### src/rtl/dmem_pkg.sv
package dmem_pkg;
    localparam int DW        = 8;
    localparam int AW        = 8;
    localparam int GEN_LAST  = 'h6F;
    localparam int WIN_BASE  = 'hF0;
    localparam int WIN_DEPTH = 16;
    localparam int DEPTH     = GEN_LAST + 1 + WIN_DEPTH;
    localparam int IW        = $clog2(DEPTH);
    localparam int BW        = $clog2(DW);
    localparam int NPTR      = 2;

    localparam int ADDR_ALT  = 'hFC;
    localparam int ADDR_STK  = 'hFD;
    localparam int ADDR_PRI  = 'hFE;
    localparam int STK_RESET = 'h6F;

    function automatic int win_slot(input int a);
        return GEN_LAST + 1 + (a - WIN_BASE);
    endfunction

    localparam int IDX_ALT = win_slot(ADDR_ALT);
    localparam int IDX_STK = win_slot(ADDR_STK);
    localparam int IDX_PRI = win_slot(ADDR_PRI);

    typedef enum logic [3:0] {
        OP_IDLE = 4'd0,
        OP_RDD  = 4'd1,
        OP_WRD  = 4'd2,
        OP_RDI  = 4'd3,
        OP_WRI  = 4'd4,
        OP_BSET = 4'd5,
        OP_BCLR = 4'd6,
        OP_BTST = 4'd7,
        OP_DECT = 4'd8
    } op_e;

    typedef enum logic [1:0] {
        ADJ_NONE = 2'd0,
        ADJ_INC  = 2'd1,
        ADJ_DEC  = 2'd2,
        ADJ_KEEP = 2'd3
    } adj_e;
endpackage

### src/rtl/dmem_addr_map.sv
module dmem_addr_map #(
    parameter int AW        = dmem_pkg::AW,
    parameter int IW        = dmem_pkg::IW,
    parameter int GEN_LAST  = dmem_pkg::GEN_LAST,
    parameter int WIN_BASE  = dmem_pkg::WIN_BASE,
    parameter int WIN_DEPTH = dmem_pkg::WIN_DEPTH
) (
    input  logic [AW-1:0] addr,
    output logic          hit,
    output logic          win,
    output logic [IW-1:0] idx
);
    int a_int;
    logic in_gen;

    always_comb begin
        a_int  = int'(addr);
        in_gen = (a_int <= GEN_LAST);
        win    = (a_int >= WIN_BASE) && (a_int < WIN_BASE + WIN_DEPTH);
        hit    = in_gen || win;
        if (win) begin
            idx = IW'(GEN_LAST + 1 + a_int - WIN_BASE);
        end else if (in_gen) begin
            idx = IW'(a_int);
        end else begin
            idx = '0;
        end
    end

    // an unmapped address never reports a hit
    always_comb begin
        if ((a_int > GEN_LAST) && (a_int < WIN_BASE)) begin
            a_r2_unmapped_miss: assert (!hit);
        end
    end
endmodule

### src/rtl/dmem_ptr_step.sv
module dmem_ptr_step #(
    parameter int DW = dmem_pkg::DW
) (
    input  logic [DW-1:0]     cur,
    input  dmem_pkg::adj_e    adj,
    output logic [DW-1:0]     nxt,
    output logic              moves
);
    always_comb begin
        unique case (adj)
            dmem_pkg::ADJ_INC: begin nxt = cur + DW'(1); moves = 1'b1; end
            dmem_pkg::ADJ_DEC: begin nxt = cur - DW'(1); moves = 1'b1; end
            default:           begin nxt = cur;          moves = 1'b0; end
        endcase
    end
endmodule

### src/rtl/dmem_byte_alu.sv
module dmem_byte_alu #(
    parameter int DW = dmem_pkg::DW,
    parameter int BW = dmem_pkg::BW
) (
    input  dmem_pkg::op_e  op,
    input  logic [DW-1:0]  cur,
    input  logic [DW-1:0]  wdata,
    input  logic [BW-1:0]  bsel,
    input  logic           hit,
    input  logic           win,
    output logic [DW-1:0]  nb,
    output logic           we,
    output logic [DW-1:0]  rd,
    output logic           zf,
    output logic           hold
);
    import dmem_pkg::*;
    logic [DW-1:0] mask;

    always_comb begin
        mask = DW'(1) << bsel;
        nb   = cur;
        we   = 1'b0;
        rd   = '0;
        zf   = 1'b0;
        hold = 1'b0;
        case (op)
            OP_RDD, OP_RDI: rd = cur;
            OP_WRD, OP_WRI: begin
                nb = wdata;
                we = hit;
            end
            OP_BSET: begin
                nb = cur | mask;
                we = hit;
                rd = hit ? nb : '0;
            end
            OP_BCLR: begin
                nb = cur & ~mask;
                we = hit;
                rd = hit ? nb : '0;
            end
            OP_BTST: begin
                rd = cur;
                zf = ~|(cur & mask);
            end
            OP_DECT: begin
                if (win) begin
                    nb = cur - DW'(1);
                    we = 1'b1;
                    rd = nb;
                    zf = (nb == '0);
                end
            end
            default: hold = 1'b1;
        endcase
    end

    // a decrement outside the window never stores
    always_comb begin
        if (op == OP_DECT && !win) begin
            a_r9_dec_window_only: assert (!we);
        end
    end
endmodule

### src/rtl/dmem_ptr_unit.sv
module dmem_ptr_unit #(
    parameter int DW = dmem_pkg::DW,
    parameter int AW = dmem_pkg::AW
) (
    input  logic          clk,
    input  logic          rst_n,
    input  logic [3:0]    cmd_op,
    input  logic [AW-1:0] cmd_addr,
    input  logic          cmd_ptr,
    input  logic [1:0]    cmd_adj,
    input  logic [2:0]    cmd_bit,
    input  logic [DW-1:0] cmd_wdata,
    output logic [DW-1:0] rdata,
    output logic          zflag
);
    import dmem_pkg::*;

    localparam int PTR_IDX [NPTR] = '{IDX_PRI, IDX_ALT};

    typedef struct packed {
        logic [DEPTH-1:0][DW-1:0] mem;
        logic [DW-1:0]            rdata;
        logic                     zflag;
    } state_t;

    state_t st_d, st_q;

    op_e            op;
    adj_e           adj;
    logic           is_ind;
    logic [DW-1:0]  ptr_now   [NPTR];
    logic [DW-1:0]  ptr_next  [NPTR];
    logic [NPTR-1:0] ptr_moves;
    logic [AW-1:0]  eff_addr;
    logic           map_hit, map_win;
    logic [IW-1:0]  map_idx, sel_idx;
    logic [DW-1:0]  cur_byte;
    logic [DW-1:0]  alu_nb, alu_rd;
    logic           alu_we, alu_zf, alu_hold;
    logic [DW-1:0]  ptr_pri, ptr_alt, ptr_stk;

    assign op       = op_e'(cmd_op);
    assign adj      = adj_e'(cmd_adj);
    assign is_ind   = (op == OP_RDI) || (op == OP_WRI);
    assign eff_addr = is_ind ? AW'(ptr_now[cmd_ptr]) : cmd_addr;
    assign sel_idx  = cmd_ptr ? IW'(IDX_ALT) : IW'(IDX_PRI);
    assign cur_byte = map_hit ? st_q.mem[map_idx] : '0;
    assign ptr_pri  = st_q.mem[IDX_PRI];
    assign ptr_alt  = st_q.mem[IDX_ALT];
    assign ptr_stk  = st_q.mem[IDX_STK];

    for (genvar g = 0; g < NPTR; g++) begin : g_ptr
        assign ptr_now[g] = st_q.mem[PTR_IDX[g]];
        dmem_ptr_step #(.DW(DW)) u_step (
            .cur   (ptr_now[g]),
            .adj   (adj),
            .nxt   (ptr_next[g]),
            .moves (ptr_moves[g])
        );
    end

    dmem_addr_map #(.AW(AW), .IW(IW)) u_map (
        .addr (eff_addr),
        .hit  (map_hit),
        .win  (map_win),
        .idx  (map_idx)
    );

    dmem_byte_alu #(.DW(DW), .BW(BW)) u_alu (
        .op    (op),
        .cur   (cur_byte),
        .wdata (cmd_wdata),
        .bsel  (BW'(cmd_bit)),
        .hit   (map_hit),
        .win   (map_win),
        .nb    (alu_nb),
        .we    (alu_we),
        .rd    (alu_rd),
        .zf    (alu_zf),
        .hold  (alu_hold)
    );

    always_comb begin
        st_d = st_q;
        if (!alu_hold) begin
            st_d.rdata = alu_rd;
            st_d.zflag = alu_zf;
        end
        if (alu_we && map_hit) begin
            st_d.mem[map_idx] = alu_nb;
        end
        if (is_ind && ptr_moves[cmd_ptr]
            && !(alu_we && map_hit && (map_idx == sel_idx))) begin
            st_d.mem[sel_idx] = ptr_next[cmd_ptr];
        end
    end

    always_ff @(posedge clk) begin
        if (!rst_n) begin
            st_q.rdata        <= '0;
            st_q.zflag        <= 1'b0;
            st_q.mem[IDX_STK] <= DW'(STK_RESET);
        end else begin
            st_q <= st_d;
        end
    end

    assign rdata = st_q.rdata;
    assign zflag = st_q.zflag;

    // stack pointer holds its reset value after reset
    a_r3_stack_reset: assert property (@(posedge clk)
        !rst_n |=> ptr_stk == DW'(STK_RESET));

    // direct read of an unmapped address yields zero
    a_r2_unmapped_read: assert property (@(posedge clk) disable iff (!rst_n)
        (op == OP_RDD && !map_hit) |=> rdata == '0);

    // indirect read with increment steps the primary pointer by one
    a_r5_pri_increment: assert property (@(posedge clk) disable iff (!rst_n)
        (op == OP_RDI && adj == ADJ_INC && !cmd_ptr) |=> ptr_pri == $past(ptr_pri) + DW'(1));

    // write onto the used pointer beats the post-adjust
    a_r6_write_wins: assert property (@(posedge clk) disable iff (!rst_n)
        (op == OP_WRI && cmd_ptr && adj == ADJ_DEC && ptr_alt == DW'(ADDR_ALT))
        |=> ptr_alt == $past(cmd_wdata));

    // a set on a mapped byte returns that bit high
    a_r7_bit_set: assert property (@(posedge clk) disable iff (!rst_n)
        (op == OP_BSET && map_hit) |=> rdata[$past(cmd_bit)] == 1'b1);

    // decrementing a window byte of one flags zero
    a_r9_dec_zero: assert property (@(posedge clk) disable iff (!rst_n)
        (op == OP_DECT && map_win && cur_byte == DW'(1)) |=> (zflag && rdata == '0));

    // idle leaves both outputs unchanged
    a_r10_idle_hold: assert property (@(posedge clk) disable iff (!rst_n)
        (cmd_op == 4'd0) |=> ($stable(rdata) && $stable(zflag)));
endmodule

### config.mk
export PLATFORM = sky130hd
export DESIGN_NAME = dmem_ptr_unit
export DESIGN_NICKNAME = d
export VERILOG_FILES = /design/src/rtl/dmem_pkg.sv /design/src/rtl/dmem_addr_map.sv /design/src/rtl/dmem_ptr_step.sv /design/src/rtl/dmem_byte_alu.sv /design/src/rtl/dmem_ptr_unit.sv
export SDC_FILE = /design/constraint.sdc
export NUM_CORES = 2
export LEC_CHECK = 0
export ABC_CLOCK_PERIOD_IN_PS = 15910
export BUFFER_PORTS_ARGS = -buffer_cell sky130_fd_sc_hd__buf_2
export CAP_MARGIN = 10
export CORE_UTILIZATION = 55
export CTS_BUF_LIST = sky130_fd_sc_hd__clkbuf_4
export DETAILED_ROUTE_END_ITERATION = 10
export GPL_TIMING_DRIVEN = 0
export PLACE_DENSITY = 0.69
export RECOVER_POWER = 100
export SYNTH_ARGS = -nofsm -noshare
export SYNTH_HDL_FRONTEND = slang
export SYNTH_SLANG_ARGS = --single-unit
### constraint.sdc
create_clock -name clk -period 15.91 [get_ports clk]
set_input_delay 1.591 -clock clk [delete_from_list [all_inputs] [get_ports clk]]
set_output_delay 1.591 -clock clk [all_outputs]
set_load 0.03 [all_outputs]
==> metrics.md <==
| Metric | Value |
|---|---|
| Seq/Total Area, Yosys | `72.7%` |
| IO Count | `37` |
| Share of flip-flops with an asynchronous set or reset | `0%` |
| Setup Skew | `120 ps` |
| Violated checks | `DRC, capacitance limit, slew limit` |
| Max layer used | `met5` |
| Final ANT Viol Nets | `0` |
| Layout cells sized above 1 | `18.4%` |
| Largest net degree at the start of global routing | `85` |
| Worst EP arrival | `14650 ps` |
| Initial core utilization | `55.7%` |
| CTS tree | `built` |
| Final Hold Vio Count | `0` |
| Final Net Count | `3404` |
| Total GRT Usage | `52.9%` |
| Combinational share of power | `15.3%` |
| Placed cell area | `44700 um2` |
| Drt wl/cell | `45.3 um` |
| Post-synthesis cell type count | `97` |
| Port Buffers | `31` |
| Critical Path Sink Type | `flip-flop` |
| DRT Pass-1 Iters | `11` |
| Top FF cell, synth | `edfxtp_1` |
| Hpwl dp | `136 mm` |
| Initial antenna violation count | `33` |
| Post-Syn Instances | `2993` |
| Die area | `78300 um2` |
| Critical Path Fanout Max | `66` |
| Resized Gates After CTS | `0` |
| Area Growth Syn to Fin | `13.1%` |
| Number of buffers created by CTS | `279` |
| Met1 Wirelength | `65.8 mm` |
| Max Fclk | `0.0724 GHz` |
| RD Place Congestion | `1.11` |
| Final period demand of the worst path | `13820 ps` |
| Post-Syn Area | `42500 um2` |
| Internal power | `4540 uW` |
| Final Max Tran Viols | `571` |
| Clock power share | `35.9%` |
| Seq pwr share | `48.8%` |
| Tightest Pin Transition | `3900 ps` |
| FP Rows | `101` |
| Reg-to-Reg Start | `ptr_pri[1]$_DFFE_PP_` |
| Cell area after layout | `48000 um2` |
| Starting DRT DRC Count | `7832` |
| Switching pwr | `1930 uW` |
| Clock slew at reported path FFs | `60 ps` |
| Status | `finished with violations` |
| Met3 WL post-DR | `40.4 mm` |
| Worst setup SP type | `input port` |
| YS warnings | `0` |
| Number of hold buffers added after CTS | `0` |
| Max_cap viols | `26` |
| Post-Route Setup TNS | `0 ps` |
| Via/cell ratio | `7.79` |
| Total power | `6470 uW` |
| Clock Tree Root | `clkbuf_4` |
| CTS HTree Levels | `5` |
| Tcrit/Tclk final | `86.9%` |
| # setup viols final | `0` |
| Met2 routed wirelength | `79.5 mm` |
| WL final | `208 mm` |
| CTS Buffer Depth | `4` |
| Req. time, crit path | `16730 ps` |
| Vias in the first global route | `32000` |
| Worst R2R Setup Slack | `3090 ps` |
| Critical Path Start | `cmd_op[2]` |
| DR vias | `35700` |
| Core area | `76200 um2` |
| Die width | `280 um` |
| FF+latch count, synth | `1033` |
| Min-Delay Path Class | `flip-flop to flip-flop` |
| Pwr Density | `135 nW/um2` |
| Clk_lat worst skew | `1250 ps` |
| Final Core Density | `63.0%` |
| Switching part of the total | `29.8%` |
| Peak VDD IR | `83.9 uV` |
| First-pass GRT wire length | `271 mm` |
| Setup Buffers After CTS | `0` |
| Slew margin rel. | `-160%` |
| Height of the die | `280 um` |
| DRC | `3` |
| Clk sinks | `1033` |
| Grt total ovfl | `0` |
| Post-synth EDFFs | `1016` |
| Syn nets | `3039` |
| Syn Area/Cell | `14.2 um2` |
| Leakage power | `0.0156 uW` |
| RSZ-0062 raised after global routing | `false` |
| Setup CP Type | `input port to flip-flop` |
-- logic make-up (layout without fill, tap and decap cells) --
kind of cell    after synthesis  after routing  share of synthesized area, %
compound gates              917            917                          14.8
xor+xnor                     21             21                         0.451
fa+ha+maj                    18             18                         0.566
buf+inv                     233            759                          2.53
flops                      1033           1033                          72.7
mux                          44             44                          1.09
other cells                   0             37                             0
simple gates                727            727                          7.86
-- worst max-delay path: stages --
cell      delay, ps
clkbuf_1        100
clkbuf_1        230
nor4bb_1        860
clkbuf_1        440
nor3_1          180
a21oi_1        1110
clkbuf_1       1180
buf_2           630
buf_2           680
clkbuf_1       1450
clkbuf_1       1080
nor2_1           90
o31a_1          320
nor3_1          340
o22ai_1         330
nor4_1         1010
nand4_1         630
nand2_1         250
nor3_1           80
a221oi_1       1000
inv_4           510
buf_16          350
-- cell usage in the layout (no fill, tap or decap), types with 13 or more instances in the layout --
cell type  Yosys  final
edfxtp_1    1016   1016
clkbuf_4       0    391
nor2_1       329    329
o22ai_1      324    324
nand2_1      154    154
a21oi_1      116    115
clkbuf_1      82    103
buf_2         88    102
o21ai_0       85     86
nor3_1        55     55
o221ai_1      47     47
nand3_1       40     40
clkinv_1       1     39
diode_2        0     37
o22a_1        32     32
a22oi_1       27     27
mux2i_1       26     26
a31oi_1       27     26
a211oi_1      25     25
and3_1        22     22
buf_4         18     22
mux2_2        18     18
nand2b_1      17     17
o31ai_1       17     17
dfxtp_1       17     17
buf_1         18     16
inv_1         21     16
o211ai_1      15     16
a221oi_1      15     16
ha_1          16     16
buf_8          0     16
nand4_1       15     15
a21o_1        15     15
nor2b_1       14     14
o31a_1        14     14
xnor2_1       13     14
clkbuf_2       1     13
a22o_1        13     13
-- routing by layer --
layer | global-route usage [%] | up-vias
met5 | 2.00 | -
met4 | 42.8 | 36
met3 | 31.9 | 1235
met2 | 67.9 | 4409
met1 | 62.7 | 17100
li1 | - | 12900
-- power groups by stage --
stage | Sequential (uW) | Clock, uW | Combinational [uW]
floorplan | 3220 | 0 | 388
global placement | 3240 | 0 | 823
detailed placement | 3200 | 0 | 895
CTS | 3140 | 2270 | 898
global route | 3150 | 2400 | 942
finish | 3160 | 2320 | 987
-- layout make-up --
cell class | count | area, um2
multi-input cells | 1727 | 10600
diodes | 37 | 92.6
plain buffers | 210 | 992
clock inverters | 52 | 337
flip-flops and latches | 1033 | 30800
inverters | 23 | 95.1
well taps | 1030 | 1290
clock buffers | 390 | 2930
fillers | 5938 | 28200
repair buffers | 84 | 865
-- cells in the mapped netlist (25+ instances only) --
cell type	n	area [um2]
o221ai_1	47	412
buf_2	88	440
o22a_1	32	280
clkbuf_1	82	308
a22oi_1	27	203
nand3_1	40	200
a21oi_1	116	581
a31oi_1	27	169
a211oi_1	25	188
edfxtp_1	1016	30500
nor2_1	329	1230
nor3_1	55	275
nand2_1	154	578
o21ai_0	85	425
o22ai_1	324	2030
mux2i_1	26	260
-- worst paths after layout --
path                    end  cells past startpoint
hold reg to reg   flip-flop                      2
setup / recovery  flip-flop                     22
setup reg to reg  flip-flop                     20
hold / removal    flip-flop                      2
-- through the flow --
step	hold WS (ps)	cells	setup WS (ps)
2_1_floorplan	440	2993	8410
3_3_place_gp	463	4054	1090
3_5_place_dp	466	4097	4810
4_1_cts	480	4539	5960
5_1_grt	490	4553	2860
6_report	479	4586	2090
Power figures use the tool's default switching activity.
